**src/rtl/i2c_txs_pkg.sv**
```systemverilog
package i2c_txs_pkg;
  localparam int unsigned REG_W     = 8;
  localparam int unsigned NUM_FLAGS = 2;
  localparam int unsigned FLAG_LSB  = REG_W - NUM_FLAGS;  // flags occupy the top bits
  localparam int unsigned TEND_IDX  = 0;                  // bit FLAG_LSB+0 = 6
  localparam int unsigned TDRE_IDX  = 1;                  // bit FLAG_LSB+1 = 7
  localparam int unsigned STORE_W   = FLAG_LSB;

  typedef struct packed {
    logic buf_to_shift;
    logic tx_mode_set;
    logic start_issued;
    logic slave_rx_to_tx;
    logic scl_ninth_rise;
    logic sync_frame_done;
  } tx_evt_t;
endpackage

```
**src/rtl/i2c_txs_set_decode.sv**
```systemverilog
module i2c_txs_set_decode
  import i2c_txs_pkg::*;
(
  input  tx_evt_t              evt_i,
  input  logic                 fmt_sync_i,
  input  logic                 tdre_q_i,
  output logic [NUM_FLAGS-1:0] set_o
);
  logic tdre_set, tend_set;

  always_comb begin
    tdre_set = evt_i.buf_to_shift | evt_i.tx_mode_set |
               evt_i.start_issued | evt_i.slave_rx_to_tx;
    // each format listens to its own completion strobe only
    if (fmt_sync_i) tend_set = evt_i.sync_frame_done;
    else            tend_set = evt_i.scl_ninth_rise & tdre_q_i;
    set_o           = '0;
    set_o[TDRE_IDX] = tdre_set;
    set_o[TEND_IDX] = tend_set;
  end
endmodule

```
**src/rtl/i2c_txs_flag_cell.sv**
```systemverilog
module i2c_txs_flag_cell (
  input  logic clk_i,
  input  logic rst_ni,
  input  logic set_i,
  input  logic hw_clr_i,
  input  logic rd_i,
  input  logic wr_i,
  input  logic wr_bit_i,
  output logic flag_o
);
  logic flag_q, armed_q;
  logic sw_clr;

  assign sw_clr = wr_i & ~wr_bit_i & armed_q;

  always_ff @(posedge clk_i or negedge rst_ni) begin
    if (!rst_ni) begin
      flag_q  <= 1'b0;
      armed_q <= 1'b0;
    end else begin
      // set beats every clear
      if (set_i)                  flag_q <= 1'b1;
      else if (hw_clr_i | sw_clr) flag_q <= 1'b0;
      // any write disarms; a read arms only with a 1 seen
      if (wr_i)      armed_q <= 1'b0;
      else if (rd_i) armed_q <= flag_q;
    end
  end

  assign flag_o = flag_q;
endmodule

```
**src/rtl/i2c_txs_store.sv**
```systemverilog
module i2c_txs_store #(
  parameter int unsigned W = 6
) (
  input  logic         clk_i,
  input  logic         rst_ni,
  input  logic         wr_i,
  input  logic [W-1:0] d_i,
  output logic [W-1:0] q_o
);
  logic [W-1:0] q;

  always_ff @(posedge clk_i or negedge rst_ni) begin
    if (!rst_ni)   q <= '0;
    else if (wr_i) q <= d_i;
  end

  assign q_o = q;
endmodule

```
**src/rtl/i2c_tx_status_reg.sv**
```systemverilog
module i2c_tx_status_reg
  import i2c_txs_pkg::*;
(
  input  logic             clk_i,
  input  logic             rst_ni,
  input  logic             rd_en_i,
  input  logic             wr_en_i,
  input  logic [REG_W-1:0] wr_data_i,
  output logic [REG_W-1:0] rd_data_o,
  input  logic             fmt_sync_i,
  input  logic             buf_to_shift_i,
  input  logic             tx_mode_set_i,
  input  logic             start_issued_i,
  input  logic             slave_rx_to_tx_i,
  input  logic             scl_ninth_rise_i,
  input  logic             sync_frame_done_i,
  input  logic             txbuf_wr_i,
  input  logic             dma_ack_i,
  input  logic             irq_en_i,
  output logic             tx_irq_o
);
  tx_evt_t              evt;
  logic [NUM_FLAGS-1:0] flag_set, flags;
  logic [STORE_W-1:0]   store_q;
  logic                 hw_clr;

  assign evt = '{buf_to_shift:    buf_to_shift_i,
                 tx_mode_set:     tx_mode_set_i,
                 start_issued:    start_issued_i,
                 slave_rx_to_tx:  slave_rx_to_tx_i,
                 scl_ninth_rise:  scl_ninth_rise_i,
                 sync_frame_done: sync_frame_done_i};

  assign hw_clr = txbuf_wr_i | dma_ack_i;

  i2c_txs_set_decode u_dec (
    .evt_i      (evt),
    .fmt_sync_i (fmt_sync_i),
    .tdre_q_i   (flags[TDRE_IDX]),
    .set_o      (flag_set)
  );

  for (genvar i = 0; i < NUM_FLAGS; i++) begin : g_flag
    i2c_txs_flag_cell u_cell (
      .clk_i    (clk_i),
      .rst_ni   (rst_ni),
      .set_i    (flag_set[i]),
      .hw_clr_i (hw_clr),
      .rd_i     (rd_en_i),
      .wr_i     (wr_en_i),
      .wr_bit_i (wr_data_i[FLAG_LSB+i]),
      .flag_o   (flags[i])
    );
  end

  i2c_txs_store #(.W(STORE_W)) u_store (
    .clk_i  (clk_i),
    .rst_ni (rst_ni),
    .wr_i   (wr_en_i),
    .d_i    (wr_data_i[STORE_W-1:0]),
    .q_o    (store_q)
  );

  assign rd_data_o = {flags, store_q};
  assign tx_irq_o  = flags[TDRE_IDX] & irq_en_i;
endmodule

```
**config.mk**
```make
export PLATFORM = sky130hd
export DESIGN_NAME = i2c_tx_status_reg
export DESIGN_NICKNAME = d
export VERILOG_FILES = /design/src/rtl/i2c_txs_pkg.sv /design/src/rtl/i2c_txs_set_decode.sv /design/src/rtl/i2c_txs_flag_cell.sv /design/src/rtl/i2c_txs_store.sv /design/src/rtl/i2c_tx_status_reg.sv
export SDC_FILE = /design/constraint.sdc
export NUM_CORES = 1
export LEC_CHECK = 0
export BUFFER_PORTS_ARGS = -buffer_cell sky130_fd_sc_hd__buf_2
export CAP_MARGIN = 25
export CORE_AREA = 2 2 39 41
export CTS_BUF_LIST = sky130_fd_sc_hd__clkbuf_8 sky130_fd_sc_hd__clkbuf_16
export CTS_CLUSTER_SIZE = 25
export DETAILED_ROUTE_END_ITERATION = 16
export DIE_AREA = 0 0 41 43
export GPL_TIMING_DRIVEN = 0
export PLACE_DENSITY_LB_ADDON = 0.3
export SKIP_LAST_GASP = 1
export SLEW_MARGIN = 25
export SYNTH_ARGS = -nofsm -noshare
export SYNTH_HDL_FRONTEND = slang
export SYNTH_HIERARCHICAL = 1
export SYNTH_SLANG_ARGS = --single-unit
```
**constraint.sdc**
```tcl
create_clock -name clk_i -period 1.1 [get_ports clk_i]
set_input_delay 0.055 -clock clk_i [delete_from_list [all_inputs] [get_ports clk_i]]
set_output_delay 0.055 -clock clk_i [all_outputs]
set_load 0.01 [all_outputs]
```
==> results of run 1 <==
==> synthesized netlist by cell type (all sizes together) <==
library cell	instances	share of area, %
dfrtp	10	54
nor2	2	1.6
o21ai	1	1.1
inv	2	1.6
or2	1	1.3
nand2	2	1.6
or4	1	1.6
and2	1	1.3
buf	3	5.6
a31o	2	3.8
nand3b	2	3.2
mux2i	2	4.3
mux2	6	19
==> cells by family (layout without fill, tap and decap cells) <==
group / Yosys count / in the layout / synth area share [%]
flip-flops: 10 / 10 / 53.62
AND/OR/NAND/NOR: 9 / 9 / 10.73
multiplexers: 8 / 8 / 23.59
buffers and inverters: 5 / 40 / 7.238
AO/OA/AOI/OAI: 3 / 3 / 4.825
==> area by class of cell <==
type / instances / area, µm² / area share, %
buffer: 3 / 26.28 / 3.743
clock buffer: 4 / 55.05 / 7.843
inverter: 2 / 7.507 / 1.070
multi-input combinational: 20 / 182.7 / 26.02
sequential: 10 / 250.2 / 35.65
tap: 16 / 20.02 / 2.852
timing repair buffer: 31 / 160.2 / 22.82
==> stage by stage <==
step           setup TNS (ns)  setup WS [ns]  power (mW)  util, %
3_3_place_gp                0        0.01061      0.5864    46.02
3_5_place_dp         -0.01051       -0.01051      0.5890    46.02
5_1_grt                     0        0.06332       1.093    50.72
6_report                    0         0.1207       1.025    50.72
2_1_floorplan               0         0.1237      0.5078        -
4_1_cts                     0         0.1063       1.046    50.72
==> layout by cell type (no fill, tap or decap) <==
master                          count
sky130_fd_sc_hd__o21ai_0            1
sky130_fd_sc_hd__buf_4              2
sky130_fd_sc_hd__dlygate4sd3_1      1
sky130_fd_sc_hd__and2_1             1
sky130_fd_sc_hd__clkbuf_8           4
sky130_fd_sc_hd__mux2i_1            2
sky130_fd_sc_hd__mux2_4             6
sky130_fd_sc_hd__buf_6              1
sky130_fd_sc_hd__or4_1              1
sky130_fd_sc_hd__nand3b_1           2
sky130_fd_sc_hd__nor2_1             2
sky130_fd_sc_hd__dfrtp_1           10
sky130_fd_sc_hd__buf_2             30
sky130_fd_sc_hd__a31o_1             2
sky130_fd_sc_hd__or2_1              1
sky130_fd_sc_hd__inv_1              2
sky130_fd_sc_hd__nand2_1            2
==> routing by layer <==
metal | global-route usage, % | vias up | wire length, µm | part of all wire (%)
li1 | - | 189 | - | -
met1 | 13.22 | 173 | 369 | 43
met2 | 16.56 | 23 | 391 | 46
met3 | 5.236 | 0 | 91 | 11
met4 | 6.000 | 0 | 0 | 0
met5 | 0 | - | 0 | 0
==> report_power, final <==
part / leakage [nW] / switching (mW) / internal, mW
Clock: 0.0288 / 0.127 / 0.313
Sequential: 0.117 / 0.0179 / 0.401
Combinational: 0.236 / 0.0643 / 0.102
==> how the worst min path moves through the flow <==
stage,startpoint,endpoint,slack [ns],cells past startpoint
floorplan,rst_ni,g_flag[0].u_cell/armed_q,-0.24,0
global placement,rst_ni,g_flag[0].u_cell/armed_q,-0.08,1
detailed placement,rst_ni,g_flag[0].u_cell/armed_q,-0.08,1
CTS,wr_data_i[4],u_store/q_o[4],0.05,2
global route,wr_data_i[3],u_store/q_o[3],0.05,2
finish,wr_data_i[1],u_store/q_o[1],0.05,2
==> timing repair <==
item	CTS	global route
hold endpoints to repair	10	0
setup buffers	0	0
hold buffers	1	0
==> registers in the layout, indices dropped and copies added (netlist names) <==
register,cells
g_flag.u_cell/armed_q,2
g_flag.u_cell/flag_o,2
u_store/q_o,6
==> flow_summary.rst, run 1 <==
.. list-table::
   :header-rows: 1

   * - Metric
     - Value
   * - Total inserted antenna cells
     - 0
   * - IO Count
     - 31
   * - Critical path capture point
     - tx_irq_o
   * - Initial standard-cell utilization of the core
     - around a third
   * - Standard cell with the maximum stage delay on the critical path
     - sky130_fd_sc_hd__dfrtp_1
   * - Highest clock frequency the design can meet
     - 1.021 GHz
   * - Final routed DRC violation total
     - 0
   * - Number of logic stages on the critical path including buffering
     - 2
   * - Average routed wire per standard cell
     - 9.907 µm
   * - Number of endpoints with negative hold slack in the final report
     - 0
   * - Worst-path fanout max
     - 5
   * - Post-route standard cell area excluding fillers
     - around 700 µm²
   * - Power density normalized to cell area
     - 1461 mW/mm²
   * - Total routing resource utilization after global routing
     - roughly 11%
   * - Post-detailed-route via-to-cell ratio
     - between 4 and 5
   * - Flip-flop and latch count after synthesis
     - 10
   * - Final net count
     - 93
   * - Count of clock tree sinks
     - 10
   * - CP Buf/Inv Count
     - 1
   * - Largest vdd supply drop
     - between 700 and 800 µV
   * - Die Footprint
     - ~0.0018 mm²
   * - Placed Cells
     - a little over 80
   * - Result of the run
     - finished clean
   * - Average instance area after synthesis
     - approximately 13 µm²
   * - Clock root buffer master
     - sky130_fd_sc_hd__clkbuf_8
   * - Shortest period the worst path allows
     - about 0.98 ns
   * - Max stage delay on crit path
     - 0.41 ns
   * - Fraction of layout cells with a size suffix above 1
     - around 61%
   * - Maximum count of clock buffers along a single path
     - 2
   * - Count of fill cells added during filler insertion
     - 114
   * - Pleak
     - roughly 0.38 nW
   * - RSZ-0062 raised after global routing
     - false
   * - Routed Wire Length
     - between 800 and 900 µm
   * - Initial antenna violation count
     - 0
   * - Fraction of the yosys area taken by sequential cells
     - about 54%
   * - Critical path origin
     - g_flag[1].u_cell/flag_o
   * - Period Utilization, post-route
     - between 80% and 90%
   * - # resized after CTS
     - 0
   * - Clock tree from TritonCTS
     - built
   * - Unique masters post-synth
     - 14
   * - Kind of cell with the highest combined delay on the critical path
     - flip-flops
   * - Non-filler cells, final
     - 86
   * - Detailed-router iteration count before antenna repair
     - 4
   * - GPL Wtd Cong
     - between 0.6 and 0.7
   * - Ys Warns
     - 6
   * - Vertical die dimension
     - 43 µm
   * - Nets in the synthesized netlist
     - 57
   * - Core box area
     - ~0.0014 mm²
   * - Count of port buffers added during placement
     - 30
   * - Setup Crit Path Kind
     - reg -> out
   * - Horizontal die dimension
     - around 41 µm
   * - Critical path startpoint category
     - register
   * - DRT antenna net count
     - 0
   * - Internal reg-to-reg setup slack
     - 0.14 ns
   * - Final setup violation count
     - 0
   * - Critical Path, Cell by Cell
     - and2_1 > buf_2
   * - Maximum number of pins on one net before global-route repair
     - 11
   * - Slew @ Worst Pin
     - approximately 0.21 ns
   * - Clock Skew
     - ~0.00011 ns
   * - CP arrival
     - 0.92 ns
   * - Summed instance area of the synthesized netlist
     - around 470 µm²
   * - Final Hold Slack
     - around 0.054 ns
   * - Total of max-cap violations
     - 0
   * - Synthesized instance count
     - 35
   * - Critical register-to-register path startpoint
     - g_flag[1].u_cell/flag_o
   * - Number of global-route vias before repair
     - roughly 350
   * - Worst reg2reg endpoint
     - g_flag[0].u_cell/flag_o
   * - Remaining global-route overflow
     - 0
   * - Worst min path class
     - in -> reg
   * - Endpoint required time on the critical path
     - approximately 1.0 ns
   * - Path depth of the worst reg2reg path
     - 4
   * - Total number of H-tree levels
     - 1
   * - Dpl cell area
     - 636.9 µm²
   * - Number of DRC markers in iteration 0
     - 6
   * - Relative area change from synthesis to final layout
     - 50.40%
   * - Clock slew seen by the registers of the worst setup and hold paths
     - approximately 0.050 ns
   * - First-pass GRT wire length
     - 1283 µm
   * - FP Rows
     - 14
   * - Clock network latency to the later pin of the worst-skew pair
     - between 0.2 and 0.25 ns
   * - Pins over their slew limit
     - 0
   * - Num CTS Buffers
     - 3
   * - Via count of the routed design
     - around 390
   * - Capturing element type of the critical path
     - primary output
   * - Relative slew slack
     - 85.86%
Note: power is estimated with default switching activity, not from simulation.
==> run 2: changes to the inputs <==
- HOLD_SLACK_MARGIN: not set -> 0.1
==> run 2 against run 1 <==
  * Power grew 2.2%
  * Count of clock-buffer cells in the layout is the same
  * Highest routed layer unchanged
  * Clock power hardly changed
  * Sequential cell count unchanged
  * Critical path depth up 2
  * Largest power group unchanged
  * Fmax shrank 8.8%
  * Non-clock buffer count grew 7
  * Via count rose by 6.5%
  * Final cell count up 8.1%
  * First-iteration DRC count unchanged
  * Critical path type is now in -> reg
==> flow_summary.rst, run 2 (same netlist as run 1, synthesis figures left out) <==
.. list-table::
   :header-rows: 1

   * - Metric
     - Value
   * - Placed Cells
     - 81
   * - Total of max-cap violations
     - 0
   * - Depth of the worst hold-timing path
     - 3
   * - Critical register-to-register path startpoint
     - g_flag[1].u_cell/flag_o
   * - Worst reg2reg endpoint
     - g_flag[0].u_cell/flag_o
   * - Critical path startpoint category
     - primary input
   * - Final net count
     - 100
   * - Comb power frac
     - 17.8%
   * - Number of endpoints with negative hold slack in the final report
     - 0
   * - Least setup slack across all paths after layout
     - around 0.026 ns
   * - Pleak
     - between 0.4 and 0.5 nW
   * - Capturing element type of the critical path
     - register
   * - Min-delay src
     - rd_en_i
   * - Most common cell after layout, fill and taps aside
     - sky130_fd_sc_hd__buf_2
   * - Post-CTS Setup Repair Bufs
     - 0
   * - Clock network latency to the later pin of the worst-skew pair
     - ~0.23 ns
   * - Relative area change from synthesis to final layout
     - 65.95%
   * - IO Count
     - 31
   * - Total routing resource utilization after global routing
     - between 10% and 20%
   * - Total design power
     - between 1 and 1.5 mW
   * - Via count of the routed design
     - 410
   * - Final setup violation count
     - 0
   * - Setup slack after placement
     - -0.01051 ns
   * - Horizontal die dimension
     - around 41 µm
   * - Path depth of the worst reg2reg path
     - 4
   * - FP Rows
     - 14
   * - Die Footprint
     - 0.001763 mm²
   * - Worst min path class
     - in -> reg
   * - Count of port buffers added during placement
     - 30
   * - Reported net switching power
     - 0.2141 mW
   * - Internal reg-to-reg setup slack
     - 0.14 ns
   * - Fraction of layout cells with a size suffix above 1
     - a little under three fifths
   * - Hold Path End
     - g_flag[0].u_cell/armed_q
   * - Initial standard-cell utilization of the core
     - 33.73%
   * - Total number of H-tree levels
     - 1
   * - Remaining global-route overflow
     - 0
   * - Final Util
     - around 56%
   * - First-pass GRT wire length
     - around 1500 µm
   * - Endpoint required time on the critical path
     - between 1 and 1.5 ns
   * - Part of the total power dissipated in sequential elements
     - about two fifths
   * - Largest vdd supply drop
     - a little under 800 µV
   * - Commonest cells after routing, fill and taps aside
     - sky130_fd_sc_hd__buf_2, sky130_fd_sc_hd__dfrtp_1, sky130_fd_sc_hd__dlygate4sd3_1
   * - Detailed-router iteration count before antenna repair
     - 2
   * - Flip-flop count of the largest register after layout
     - 6
   * - Shortest period the worst path allows
     - between 1 and 1.5 ns
   * - Slew @ Worst Pin
     - roughly 0.21 ns
   * - Maximum number of pins on one net before global-route repair
     - 11
   * - Result of the run
     - finished clean
   * - Period Utilization, post-route
     - between 90% and 100%
   * - Clock Skew
     - 0.0001392 ns
   * - Clock root buffer master
     - sky130_fd_sc_hd__clkbuf_8
   * - Num CTS Buffers
     - 3
   * - Worst-path fanout max
     - 6
   * - Number of DRC markers in iteration 0
     - 6
   * - Final sum of negative setup slack
     - 0 ns
   * - Average routed wire per standard cell
     - just over 10 µm
   * - Number of global-route vias before repair
     - just under 400
   * - Vertical die dimension
     - between 40 and 50 µm
   * - Clock tree from TritonCTS
     - built
   * - Maximum count of clock buffers along a single path
     - 2
   * - CP arrival
     - 1.18 ns
   * - Setup Crit Path Kind
     - in -> reg
   * - Initial antenna violation count
     - 0
   * - Final routed DRC violation total
     - 0
   * - Core box area
     - roughly 0.0014 mm²
   * - Non-filler cells, final
     - 93
   * - Portion of total power attributed to the clock network
     - about 42%
   * - Final Hold Slack
     - roughly 0.13 ns
   * - DRT antenna net count
     - 0
   * - Clock slew seen by the registers of the worst setup and hold paths
     - ~0.050 ns
   * - Total inserted antenna cells
     - 0
   * - Internal Dissipation
     - 0.8332 mW
   * - GPL Wtd Cong
     - 0.6042
   * - Post-route standard cell area excluding fillers
     - 774.5 µm²
   * - Routed Wire Length
     - 964 µm
   * - Switching part of the total
     - between 20% and 30%
   * - Pins over their slew limit
     - 0
   * - Power density normalized to cell area
     - approximately 1400 mW/mm²
   * - Post-detailed-route via-to-cell ratio
     - between 4 and 5
   * - Relative slew slack
     - a little under nine tenths
   * - RSZ-0062 raised after global routing
     - false
   * - Dpl cell area
     - around 640 µm²
   * - Highest clock frequency the design can meet
     - a little over 0.9 GHz
   * - Count of clock tree sinks
     - 10
-- run 2: final cells by class --
class	instances	area, µm²
buffer	3	26.28
sequential	10	250.2
multi-input combinational	20	182.7
timing repair buffer	38	232.7
clock buffer	4	55.05
tap	16	20.02
fill	109	609.3
inverter	2	7.507
-- run 2: how the worst max path moves through the flow --
stage / to / slack [ns] / cells past startpoint / start
after CTS: u_store/q_o[5] / 0.04 / 4 / wr_en_i
after global routing: u_store/q_o[2] / 0.01 / 4 / wr_en_i
final: u_store/q_o[2] / 0.03 / 4 / wr_en_i
after detailed placement: g_flag[1].u_cell/flag_o / -0.01 / 4 / tx_mode_set_i
after global placement: g_flag[1].u_cell/flag_o / 0.01 / 4 / tx_mode_set_i
after floorplan: g_flag[1].u_cell/flag_o / 0.12 / 3 / tx_mode_set_i
-- run 2: power groups by stage --
stage	Combinational, mW	Clock (mW)	Sequential, mW
final	0.187	0.440	0.420
after global routing	0.205	0.489	0.423
after CTS	0.187	0.458	0.419
after detailed placement	0.167	0	0.423
after global placement	0.163	0	0.424
after floorplan	0.0717	0	0.436
-- run 2: repair_timing --
action	CTS	global route
hold endpoints to repair	18	0
hold buffers	8	0
resized for setup	0	1
setup endpoints to repair	0	5
-- run 2: routing by layer --
layer | vias to the layer above | share of wire, % | track usage, %
met3 | 0 | 8.1 | 5.236
met4 | 0 | 0 | 6.000
li1 | 202 | - | -
met2 | 21 | 51 | 21.88
met5 | - | 0 | 0
met1 | 187 | 41 | 13.56
-- run 2: critical path, stage by stage --
cell and delay, ns:
sky130_fd_sc_hd__dlygate4sd3_1 0.54, sky130_fd_sc_hd__buf_4 0.16, sky130_fd_sc_hd__buf_6 0.14, sky130_fd_sc_hd__mux2_4 0.29
==> run 3: changes to the inputs <==
- CELL_PAD_IN_SITES_DETAIL_PLACEMENT: not set -> 0
- CELL_PAD_IN_SITES_GLOBAL_PLACEMENT: not set -> 1
- CORE_AREA: 2 2 39 41 -> not set
- CORE_MARGIN: not set -> 2
- CORE_UTILIZATION: not set -> 28
- DIE_AREA: 0 0 41 43 -> not set
==> run 3 against run 2 <==
  * Routed wire length down 0.41%
  * Highest routed layer unchanged
  * Die area up 14%
  * Register-to-register slack about the same
  * Power down 8.7%
==> flow_summary.rst, run 3 (same netlist as run 1, synthesis figures left out) <==
.. list-table::
   :header-rows: 1

   * - Metric
     - Value
   * - Worst min path class
     - in -> reg
   * - Total number of H-tree levels
     - 1
   * - Count of clock tree sinks
     - 10
   * - First-pass GRT wire length
     - 1511 µm
   * - Clock root buffer master
     - sky130_fd_sc_hd__clkbuf_8
   * - Pleak
     - 0.4044 nW
   * - DRT antenna net count
     - 0
   * - Setup Crit Path Kind
     - in -> reg
   * - Routed Wire Length
     - between 900 and 1000 µm
   * - Clock tree from TritonCTS
     - built
   * - Clock network latency to the later pin of the worst-skew pair
     - 0.22 ns
   * - RSZ-0062 raised after global routing
     - false
   * - Largest vdd supply drop
     - around 900 µV
   * - Count of fill cells added during filler insertion
     - between 100 and 150
   * - Final sum of negative setup slack
     - 0 ns
   * - Via count of the routed design
     - approximately 400
   * - Horizontal die dimension
     - around 45 µm
   * - Relative slew slack
     - a little over four fifths
   * - Initial antenna violation count
     - 0
   * - Total routing resource utilization after global routing
     - 10.30%
   * - Num CTS Buffers
     - 3
   * - Period Utilization, post-route
     - between 90% and 100%
   * - Critical path startpoint category
     - primary input
   * - GPL Wtd Cong
     - around 0.68
   * - Number of global-route vias before repair
     - approximately 380
   * - Initial standard-cell utilization of the core
     - between 30% and 40%
   * - Total design power
     - 0.9556 mW
   * - Internal reg-to-reg setup slack
     - roughly 0.13 ns
   * - Most common cell after layout, fill and taps aside
     - sky130_fd_sc_hd__buf_2
   * - Total inserted antenna cells
     - 0
   * - Total of max-cap violations
     - 0
   * - Final routed DRC violation total
     - 0
   * - Maximum count of clock buffers along a single path
     - 2
   * - Commonest cells after routing, fill and taps aside
     - sky130_fd_sc_hd__buf_2, sky130_fd_sc_hd__dfrtp_1, sky130_fd_sc_hd__dlygate4sd3_1
   * - Fraction of layout cells with a size suffix above 1
     - a little under three fifths
   * - Die Footprint
     - ~0.002 mm²
   * - Maximum number of pins on one net before global-route repair
     - 11
   * - Final net count
     - 100
   * - Clock Skew
     - 0.00008828 ns
   * - Capturing element type of the critical path
     - register
   * - Shortest period the worst path allows
     - 1.087 ns
   * - DPL Wire Length
     - 725 µm
   * - Average routed wire per standard cell
     - approximately 10 µm
   * - Number of DRC markers in iteration 0
     - 0
   * - Endpoint required time on the critical path
     - between 1 and 1.5 ns
   * - Relative area change from synthesis to final layout
     - 63.00%
   * - Final setup violation count
     - 0
   * - Clock slew seen by the registers of the worst setup and hold paths
     - roughly 0.04 ns
   * - FP Rows
     - 14
   * - Remaining global-route overflow
     - 0
   * - Vertical die dimension
     - approximately 45 µm
   * - Post-detailed-route via-to-cell ratio
     - roughly 4.4
   * - Slew @ Worst Pin
     - between 0.2 and 0.25 ns
   * - Detailed-router iteration count before antenna repair
     - 1
   * - Number of endpoints with negative hold slack in the final report
     - 0
   * - Power density normalized to cell area
     - 1256 mW/mm²
   * - Result of the run
     - finished clean
   * - Highest clock frequency the design can meet
     - 0.9203 GHz
   * - IO Count
     - 31
   * - CP arrival
     - approximately 1.2 ns
   * - Pins over their slew limit
     - 0
   * - Worst-path fanout max
     - 6
   * - Post-CTS Setup Repair Bufs
     - 0
   * - Count of port buffers added during placement
     - 30
   * - Final Util
     - between 40% and 50%
   * - Flip-flop count of the largest register after layout
     - 6
   * - Core box area
     - 0.001541 mm²
==> run 3: cell types whose count changed in the layout (fill, tap and decap cells not counted) <==
cell	previous run	this run
sky130_fd_sc_hd__clkbuf_8	4	3
==> run 3: through the flow <==
| stage | hold slack [ns] | cell area, µm² | std cells | worst slack (ns) |
|---|---|---|---|---|
| final | 0.1287 | 760.7 | 92 | 0.01340 |
| after floorplan | -0.2406 | 466.7 | 35 | 0.1237 |
| after global routing | 0.1606 | 760.7 | 92 | 0.005739 |
| after detailed placement | -0.07519 | 636.9 | 81 | 0.01799 |
| after CTS | 0.1227 | 758.2 | 92 | 0.02509 |
| after global placement | -0.07486 | 636.9 | 81 | 0.004660 |
==> run 3: worst max-delay path, stage by stage <==
cell,delay [ns]
sky130_fd_sc_hd__dlygate4sd3_1,0.55
sky130_fd_sc_hd__buf_4,0.16
sky130_fd_sc_hd__buf_6,0.14
sky130_fd_sc_hd__mux2_4,0.29
==> run 3: worst paths after layout <==
kind | endpoint | start | cells after the start
worst min register to register | u_store/q_o[5] | u_store/q_o[5] | 1
worst max register to register | g_flag[0].u_cell/flag_o | g_flag[1].u_cell/flag_o | 4
worst max-delay path | u_store/q_o[2] | wr_en_i | 4
worst min-delay path | g_flag[0].u_cell/armed_q | rd_en_i | 3
max in group asynchronous | u_store/q_o[3] | rst_ni | 2
min in group asynchronous | g_flag[1].u_cell/armed_q | rst_ni | 2
==> run 3: area by class of cell <==
class	count	area [µm²]	share of cell area [%]
tap	16	20.02	2.632
inverter	2	7.507	0.9868
multi-input combinational	20	182.7	24.01
buffer	3	26.28	3.454
timing repair buffer	38	232.7	30.59
clock buffer	3	41.29	5.428
sequential	10	250.2	32.89
==> run 3: repair_timing <==
item                                   4_1_cts  5_1_grt
resized for setup                            0        1
hold buffers                                 8        0
setup endpoints to repair                    0        6
endpoints found under the hold margin       18        0
==> run 3: power breakdown <==
part           internal [mW]  total, mW  switching [mW]
sequential             0.401      0.419          0.0178
combinational          0.119      0.187          0.0680
clock                  0.237      0.350           0.113
==> run 3: per-layer routing <==
layer	wire length (µm)	GRT usage (%)	up-vias
met5	0	0	-
met4	0	1.765	0
met3	66	3.600	0
met2	469	17.39	16
met1	424	12.94	189
li1	-	-	199
